$ cat src/rtl/qos_arb_pkg.sv
package qos_arb_pkg;
    localparam int N_INIT = 6;
    localparam int QOS_W  = 4;
    localparam int IDX_W  = (N_INIT > 1) ? $clog2(N_INIT) : 1;
    localparam int N_CHAN = 2;
endpackage

$ cat src/rtl/qos_cfg_regs.sv
module qos_cfg_regs #(
    parameter int N  = qos_arb_pkg::N_INIT,
    parameter int QW = qos_arb_pkg::QOS_W,
    parameter int IW = qos_arb_pkg::IDX_W
) (
    input  logic            clk,
    input  logic            rst_n,
    input  logic            we,
    input  logic            chan_sel,
    input  logic [IW-1:0]   idx,
    input  logic [QW-1:0]   val,
    output logic [N*QW-1:0] rd_qos,
    output logic [N*QW-1:0] wr_qos
);
    typedef struct packed {
        logic [N-1:0][QW-1:0] rd;
        logic [N-1:0][QW-1:0] wr;
    } cfg_state_t;

    cfg_state_t st_d, st_q;

    always_comb begin
        st_d = st_q;
        if (we && (int'(idx) < N)) begin
            if (chan_sel) st_d.wr[idx] = val;
            else          st_d.rd[idx] = val;
        end
    end

    always_ff @(posedge clk or negedge rst_n) begin
        if (!rst_n) st_q <= '0;
        else        st_q <= st_d;
    end

    assign rd_qos = st_q.rd;
    assign wr_qos = st_q.wr;
endmodule

$ cat src/rtl/lru_qos_arb.sv
module lru_qos_arb #(
    parameter int N  = qos_arb_pkg::N_INIT,
    parameter int QW = qos_arb_pkg::QOS_W,
    parameter int IW = qos_arb_pkg::IDX_W
) (
    input  logic            clk,
    input  logic            rst_n,
    input  logic [N-1:0]    req,
    input  logic [N-1:0]    last,
    input  logic [N*QW-1:0] qos_flat,
    output logic [N-1:0]    gnt
);
    typedef struct packed {
        logic [N-1:0]         gnt;
        logic [N-1:0][IW-1:0] order;  // order[0] is least recently used
    } arb_state_t;

    arb_state_t st_d, st_q;

    always_comb begin
        logic [QW-1:0] top_qos;
        logic          found;
        logic [IW-1:0] win;
        int            win_pos;
        logic [IW-1:0] cand;

        st_d    = st_q;
        top_qos = '0;
        found   = 1'b0;
        win     = '0;
        win_pos = 0;
        cand    = '0;

        // highest level among current requesters
        for (int i = 0; i < N; i++) begin
            if (req[i] && (qos_flat[i*QW +: QW] > top_qos))
                top_qos = qos_flat[i*QW +: QW];
        end

        // first requester at that level, walking from the LRU end
        for (int p = 0; p < N; p++) begin
            cand = st_q.order[p];
            if (!found && req[cand] && (qos_flat[int'(cand)*QW +: QW] == top_qos)) begin
                found   = 1'b1;
                win     = cand;
                win_pos = p;
            end
        end

        if (|st_q.gnt) begin
            if (|(st_q.gnt & last))
                st_d.gnt = '0;
        end else if (found) begin
            st_d.gnt = N'(1) << win;
            for (int p = 0; p < N - 1; p++) begin
                if (p >= win_pos)
                    st_d.order[p] = st_q.order[p+1];
            end
            st_d.order[N-1] = win;
        end
    end

    always_ff @(posedge clk or negedge rst_n) begin
        if (!rst_n) begin
            st_q.gnt <= '0;
            for (int p = 0; p < N; p++)
                st_q.order[p] <= IW'(p);
        end else begin
            st_q <= st_d;
        end
    end

    assign gnt = st_q.gnt;
endmodule

$ cat src/rtl/qos_lru_arbiter.sv
module qos_lru_arbiter
    import qos_arb_pkg::*;
(
    input  logic              clk,
    input  logic              rst_n,
    input  logic              cfg_we,
    input  logic              cfg_wr_chan,
    input  logic [IDX_W-1:0]  cfg_idx,
    input  logic [QOS_W-1:0]  cfg_qos,
    input  logic [N_INIT-1:0] rd_req,
    input  logic [N_INIT-1:0] rd_last,
    output logic [N_INIT-1:0] rd_gnt,
    input  logic [N_INIT-1:0] wr_req,
    input  logic [N_INIT-1:0] wr_last,
    output logic [N_INIT-1:0] wr_gnt
);
    localparam int QBUS_W = N_INIT * QOS_W;

    logic [QBUS_W-1:0] rd_qos, wr_qos;
    logic [N_CHAN-1:0][N_INIT-1:0] req_ch, last_ch, gnt_ch;
    logic [N_CHAN-1:0][QBUS_W-1:0] qos_ch;

    qos_cfg_regs #(.N(N_INIT), .QW(QOS_W), .IW(IDX_W)) u_cfg (
        .clk      (clk),
        .rst_n    (rst_n),
        .we       (cfg_we),
        .chan_sel (cfg_wr_chan),
        .idx      (cfg_idx),
        .val      (cfg_qos),
        .rd_qos   (rd_qos),
        .wr_qos   (wr_qos)
    );

    assign req_ch[0]  = rd_req;
    assign req_ch[1]  = wr_req;
    assign last_ch[0] = rd_last;
    assign last_ch[1] = wr_last;
    assign qos_ch[0]  = rd_qos;
    assign qos_ch[1]  = wr_qos;

    for (genvar c = 0; c < N_CHAN; c++) begin : g_chan
        lru_qos_arb #(.N(N_INIT), .QW(QOS_W), .IW(IDX_W)) u_arb (
            .clk      (clk),
            .rst_n    (rst_n),
            .req      (req_ch[c]),
            .last     (last_ch[c]),
            .qos_flat (qos_ch[c]),
            .gnt      (gnt_ch[c])
        );
    end

    assign rd_gnt = gnt_ch[0];
    assign wr_gnt = gnt_ch[1];
endmodule

$ cat config.mk
export PLATFORM = sky130hd
export DESIGN_NAME = qos_lru_arbiter
export DESIGN_NICKNAME = d
export VERILOG_FILES = /design/src/rtl/qos_arb_pkg.sv /design/src/rtl/qos_cfg_regs.sv /design/src/rtl/lru_qos_arb.sv /design/src/rtl/qos_lru_arbiter.sv
export SDC_FILE = /design/constraint.sdc
export NUM_CORES = 1
export LEC_CHECK = 0
export ABC_CLOCK_PERIOD_IN_PS = 10900
export BUFFER_PORTS_ARGS = -buffer_cell sky130_fd_sc_hd__buf_2
export CORE_ASPECT_RATIO = 1.2
export CORE_MARGIN = 2
export CORE_UTILIZATION = 50
export DETAILED_ROUTE_END_ITERATION = 16
export GPL_TIMING_DRIVEN = 0
export PLACE_DENSITY = 0.74
export SYNTH_ARGS = -nofsm -noshare
export SYNTH_HDL_FRONTEND = slang
export SYNTH_HIERARCHICAL = 1
export SYNTH_SLANG_ARGS = --single-unit
$ cat constraint.sdc
create_clock -name clk -period 10.9 [get_ports clk]
set_input_delay 0 -clock clk [delete_from_list [all_inputs] [get_ports clk]]
set_output_delay 0 -clock clk [all_outputs]
set_load 0.02 [all_outputs]
==> flow_summary_export.csv <==
group,metric,value,unit
logic_synthesis,synth-seq-cells,96,
power_and_ir_drop,leakage,4.955,nW
logic_synthesis,synth_area_per_cell,9.107,µm²
cells_and_area,stdcell_area,13060,µm²
cells_and_area,antenna_cells,0,
logic_synthesis,syn-cell-area,11670,µm²
timing,period_needed,10.58,ns
clock_tree,cts_tree,"done",
placement,dpl_cell_area,12310,µm²
logic_synthesis,synth_warnings,6,
detailed_routing,postRouteAntennaNets,0,
cells_and_area,syn2layout_area_growth,11.94,%
placement,routabilityCongestion,1.059,
detailed_routing,wirelength,39190,µm
setup_path,cp-start-kind,"register",
placement,portBuffers,43,
timing,finalCritPeriodShare,97.11,%
floorplanning,die_h,171.3,µm
setup_path,path_buf_inv,3,
placement,hpwlAfterDp,28480,µm
clock_tree,clockRootBuffer,"clkbuf_16",
power_and_ir_drop,p_int,2.159,mW
job,max_cap_violations,0,
timing,drv_slew,0,
power_and_ir_drop,p_total,4.653,mW
clock_tree,clock_path_buffers,2,
setup_path,crit_path_max_incr_delay,0.62,ns
timing,tightest_slew,1.176,ns
clock_tree,cts_max_level,3,
floorplanning,core_area,23050,µm²
setup_path,path_delay_family,"compound AO/OA/AOI/OAI gates",
timing,fmaxAchievable,94.48,MHz
logic_synthesis,synth_edf_count,0,
timing,max_slew_margin,21.06,%
setup_path,critical_path_required,11.19,ns
detailed_routing,firstDrtPassIters,6,
detailed_routing,num_vias,11590,
floorplanning,dieArea,24580,µm²
clock_tree,clk_pin_slew,0.07,ns
detailed_routing,drt_iter0_drc,1333,
cells_and_area,regArea,2430,µm²
logic_synthesis,synth_top_area_share,17.59,%
setup_path,slowest_stage,"dfrtp_1",
floorplanning,ios,47,
cells_and_area,drive_gt1_share,26.57,%
power_and_ir_drop,seqPwrFrac,13.5,%
clock_tree,cts_buffers,9,
floorplanning,start_util,50.61,%
logic_synthesis,synthTopCellsByArea,"dfrtp_1 (18%), mux4_2 (12%), mux2_2 (8.4%)",
logic_synthesis,synth-main-ff-cell,"dfrtp_1",
detailed_routing,drc,0,
clock_tree,clock-sinks,96,
setup_path,end_kind,"register",
power_and_ir_drop,swShare,53.60,%
power_and_ir_drop,p_clk_share,6.8,%
floorplanning,dieWidth,143.4,µm
timing,finalHoldViolCount,0,
logic_synthesis,synthCells,1281,
cells_and_area,fillCellCount,2074,
floorplanning,rows,61,
grt,grt_pass1_wl,60690,µm
worst_hold_path,hp-class,"in -> reg",
timing,fin_skew,0.007274,ns
power_and_ir_drop,combinationalPowerShare,79.7,%
cells_and_area,multi_input_area,8870,µm²
logic_synthesis,ys_seq_area_share,20.74,%
grt,grt-ovfl-total,0,
logic_synthesis,yosys.area.top_type,"dfrtp_1",
cells_and_area,fin_util,56.66,%
outcome,status,"complete, no violations",
logic_synthesis,syn-num-nets,1348,
power_and_ir_drop,cellPowerDensity,356.3,nW/µm²
clock_tree,clock_latency,0.36,ns
timing,finalSetupTns,0,ns
timing,whs,0.04191,ns
timing,setup_viol,0,
setup_path,cp_common_cell,"ha_1",
grt,antenna_found_initial,0,
power_and_ir_drop,power_switching,2.494,mW
setup_path,cp_max_fo,10,
cells_and_area,fin_nets,1428,
setup_path,cp.arrival,10.88,ns
power_and_ir_drop,irDropWorstVdd,0.1987,mV
detailed_routing,via_per_inst,6.894,
grt,grt_use_total,31.60,%
logic_synthesis,synthDistinctLibCells,121,
detailed_routing,wl_per_cell,23.31,µm
logic_synthesis,async_flop_share,100.0,%
grt,first_global_vias,11130,
setup_path,crit_type,"reg -> reg",
grt,grt_max_degree,61,
[cell usage in the layout, fill, tap and decap left out, types with 10 or more instances in the layout]
cell type	netlist	layout
xor2_1	17	17
a22oi_1	30	29
dfrtp_1	82	74
nor3_1	18	18
nand3_1	29	29
o21ai_1	11	11
xnor2_1	51	51
dfstp_2	14	14
mux2i_1	59	58
clkbuf_1	64	58
mux4_2	60	60
o31ai_1	14	14
nand4_1	10	10
and3_1	11	11
inv_1	44	44
o21a_1	19	18
buf_2	6	49
nand2_1	107	106
o211ai_1	17	17
and2_1	17	16
or3_1	13	13
nor2_1	99	94
o21ai_0	63	63
mux2_2	87	87
buf_4	13	35
ha_1	32	32
a21oi_1	55	53
[state kept, by name, indices dropped and copies added (netlist names)]
name / cells
u_cfg/rd_qos: 24
u_cfg/wr_qos: 24
g_chan.u_arb/gnt: 12
g_chan.u_arb/st_q: 36
[through the flow]
step / instances / worst slack, ns
global route: 1681 / -0.04655
floorplan: 1281 / 0.6540
CTS: 1665 / 0.01220
detailed placement: 1640 / -1.917
finish: 1681 / 0.3153
global placement: 1639 / -1.688
[worst min-delay path: cells and delay by family]
family,cells,cell delay (ns)
compound gates,2,0.20
buf+inv,1,0.08
simple gates,1,0.08
[power groups by stage]
stage | clock, mW | combinational [mW] | sequential, mW
finish | 0.317 | 3.71 | 0.627
global route | 0.342 | 3.97 | 0.632
CTS | 0.326 | 3.42 | 0.619
detailed placement | 0 | 3.34 | 0.625
global placement | 0 | 3.27 | 0.620
floorplan | 0 | 2.64 | 0.548
[routing by layer]
metal | vias to the layer above | wire [µm] | track usage, %
met4 | 0 | 2912 | 20.84
met5 | - | 0 | 0
met2 | 688 | 18580 | 52.82
li1 | 5077 | - | -
met3 | 210 | 3293 | 4.315
met1 | 5613 | 14400 | 37.95
[final timing paths]
kind / depth (start not counted) / start / slack [ns] / endpoint
setup reg to reg: 42 / u_cfg/wr_qos[6] / 0.32 / g_chan[1].u_arb/gnt[4]
hold reg to reg: 2 / g_chan[1].u_arb/st_q[17] / 0.49 / g_chan[1].u_arb/st_q[17]
setup / recovery: 42 / u_cfg/wr_qos[6] / 0.32 / g_chan[1].u_arb/gnt[4]
max in group asynchronous: 3 / rst_n / 10.04 / u_cfg/wr_qos[5]
min in group asynchronous: 2 / rst_n / 0.15 / g_chan[0].u_arb/gnt[0]
hold / removal: 4 / wr_last[2] / 0.04 / g_chan[1].u_arb/gnt[5]
[layout make-up]
| cell class | instances | area share (%) |
|---|---|---|
| multi-input cells | 1046 | 67.92 |
| flip-flops and latches | 96 | 18.61 |
| clock buffers | 9 | 1.725 |
| repair buffers | 71 | 3.622 |
| plain buffers | 89 | 3.162 |
| well taps | 315 | 3.018 |
| inverters | 48 | 1.380 |
| clock inverters | 7 | 0.5653 |
[cell usage after synthesis (5+ instances only)]
| cell | number |
|---|---|
| mux2_2 | 87 |
| o21ai_0 | 63 |
| and2_1 | 17 |
| nand3_1 | 29 |
| a221oi_1 | 7 |
| mux4_2 | 60 |
| nor2_1 | 99 |
| dfrtp_1 | 82 |
| or2_2 | 5 |
| nand3b_1 | 7 |
| ha_1 | 32 |
| nand4_1 | 10 |
| inv_1 | 44 |
| o31ai_1 | 14 |
| o21ai_1 | 11 |
| a211oi_1 | 9 |
| a211o_1 | 5 |
| a2111oi_0 | 7 |
| nand2_1 | 107 |
| and3_1 | 11 |
| buf_4 | 13 |
| o21a_1 | 19 |
| a21oi_1 | 55 |
| o22ai_1 | 9 |
| nor2b_1 | 9 |
| xor2_1 | 17 |
| o221ai_1 | 6 |
| xnor2_1 | 51 |
| a31oi_2 | 5 |
| buf_1 | 7 |
| a22oi_1 | 30 |
| nor4_1 | 7 |
| buf_2 | 6 |
| a311oi_1 | 5 |
| a22o_1 | 6 |
| or3_1 | 13 |
| clkbuf_1 | 64 |
| a31oi_1 | 7 |
| o211ai_1 | 17 |
| a32o_1 | 5 |
| dfstp_2 | 14 |
| mux2i_1 | 59 |
| nand2b_1 | 9 |
| nor3_1 | 18 |
[cells by family (layout without fill, tap and decap cells)]
kind of cell / Yosys count / in the layout / share of synthesized area, %
flip-flops: 96 / 96 / 20.74
buffers and inverters: 139 / 224 / 4.966
AND/OR/NAND/NOR: 372 / 372 / 16.09
AO/OA/AOI/OAI: 362 / 362 / 23.92
XOR/XNOR: 68 / 68 / 5.105
adder cells (fa/ha/maj): 34 / 34 / 3.604
multiplexers: 210 / 210 / 25.58
[what timing repair did]
item                                   in CTS  in global routing
hold buffers                                5                  0
pin swaps                                   3                 10
setup endpoints to repair                  48                 47
gates resized for setup                    22                 42
buffers inserted                            5                 17
endpoints found under the hold margin      44                  0
No activity file was read; power rests on OpenSTA's default activity.
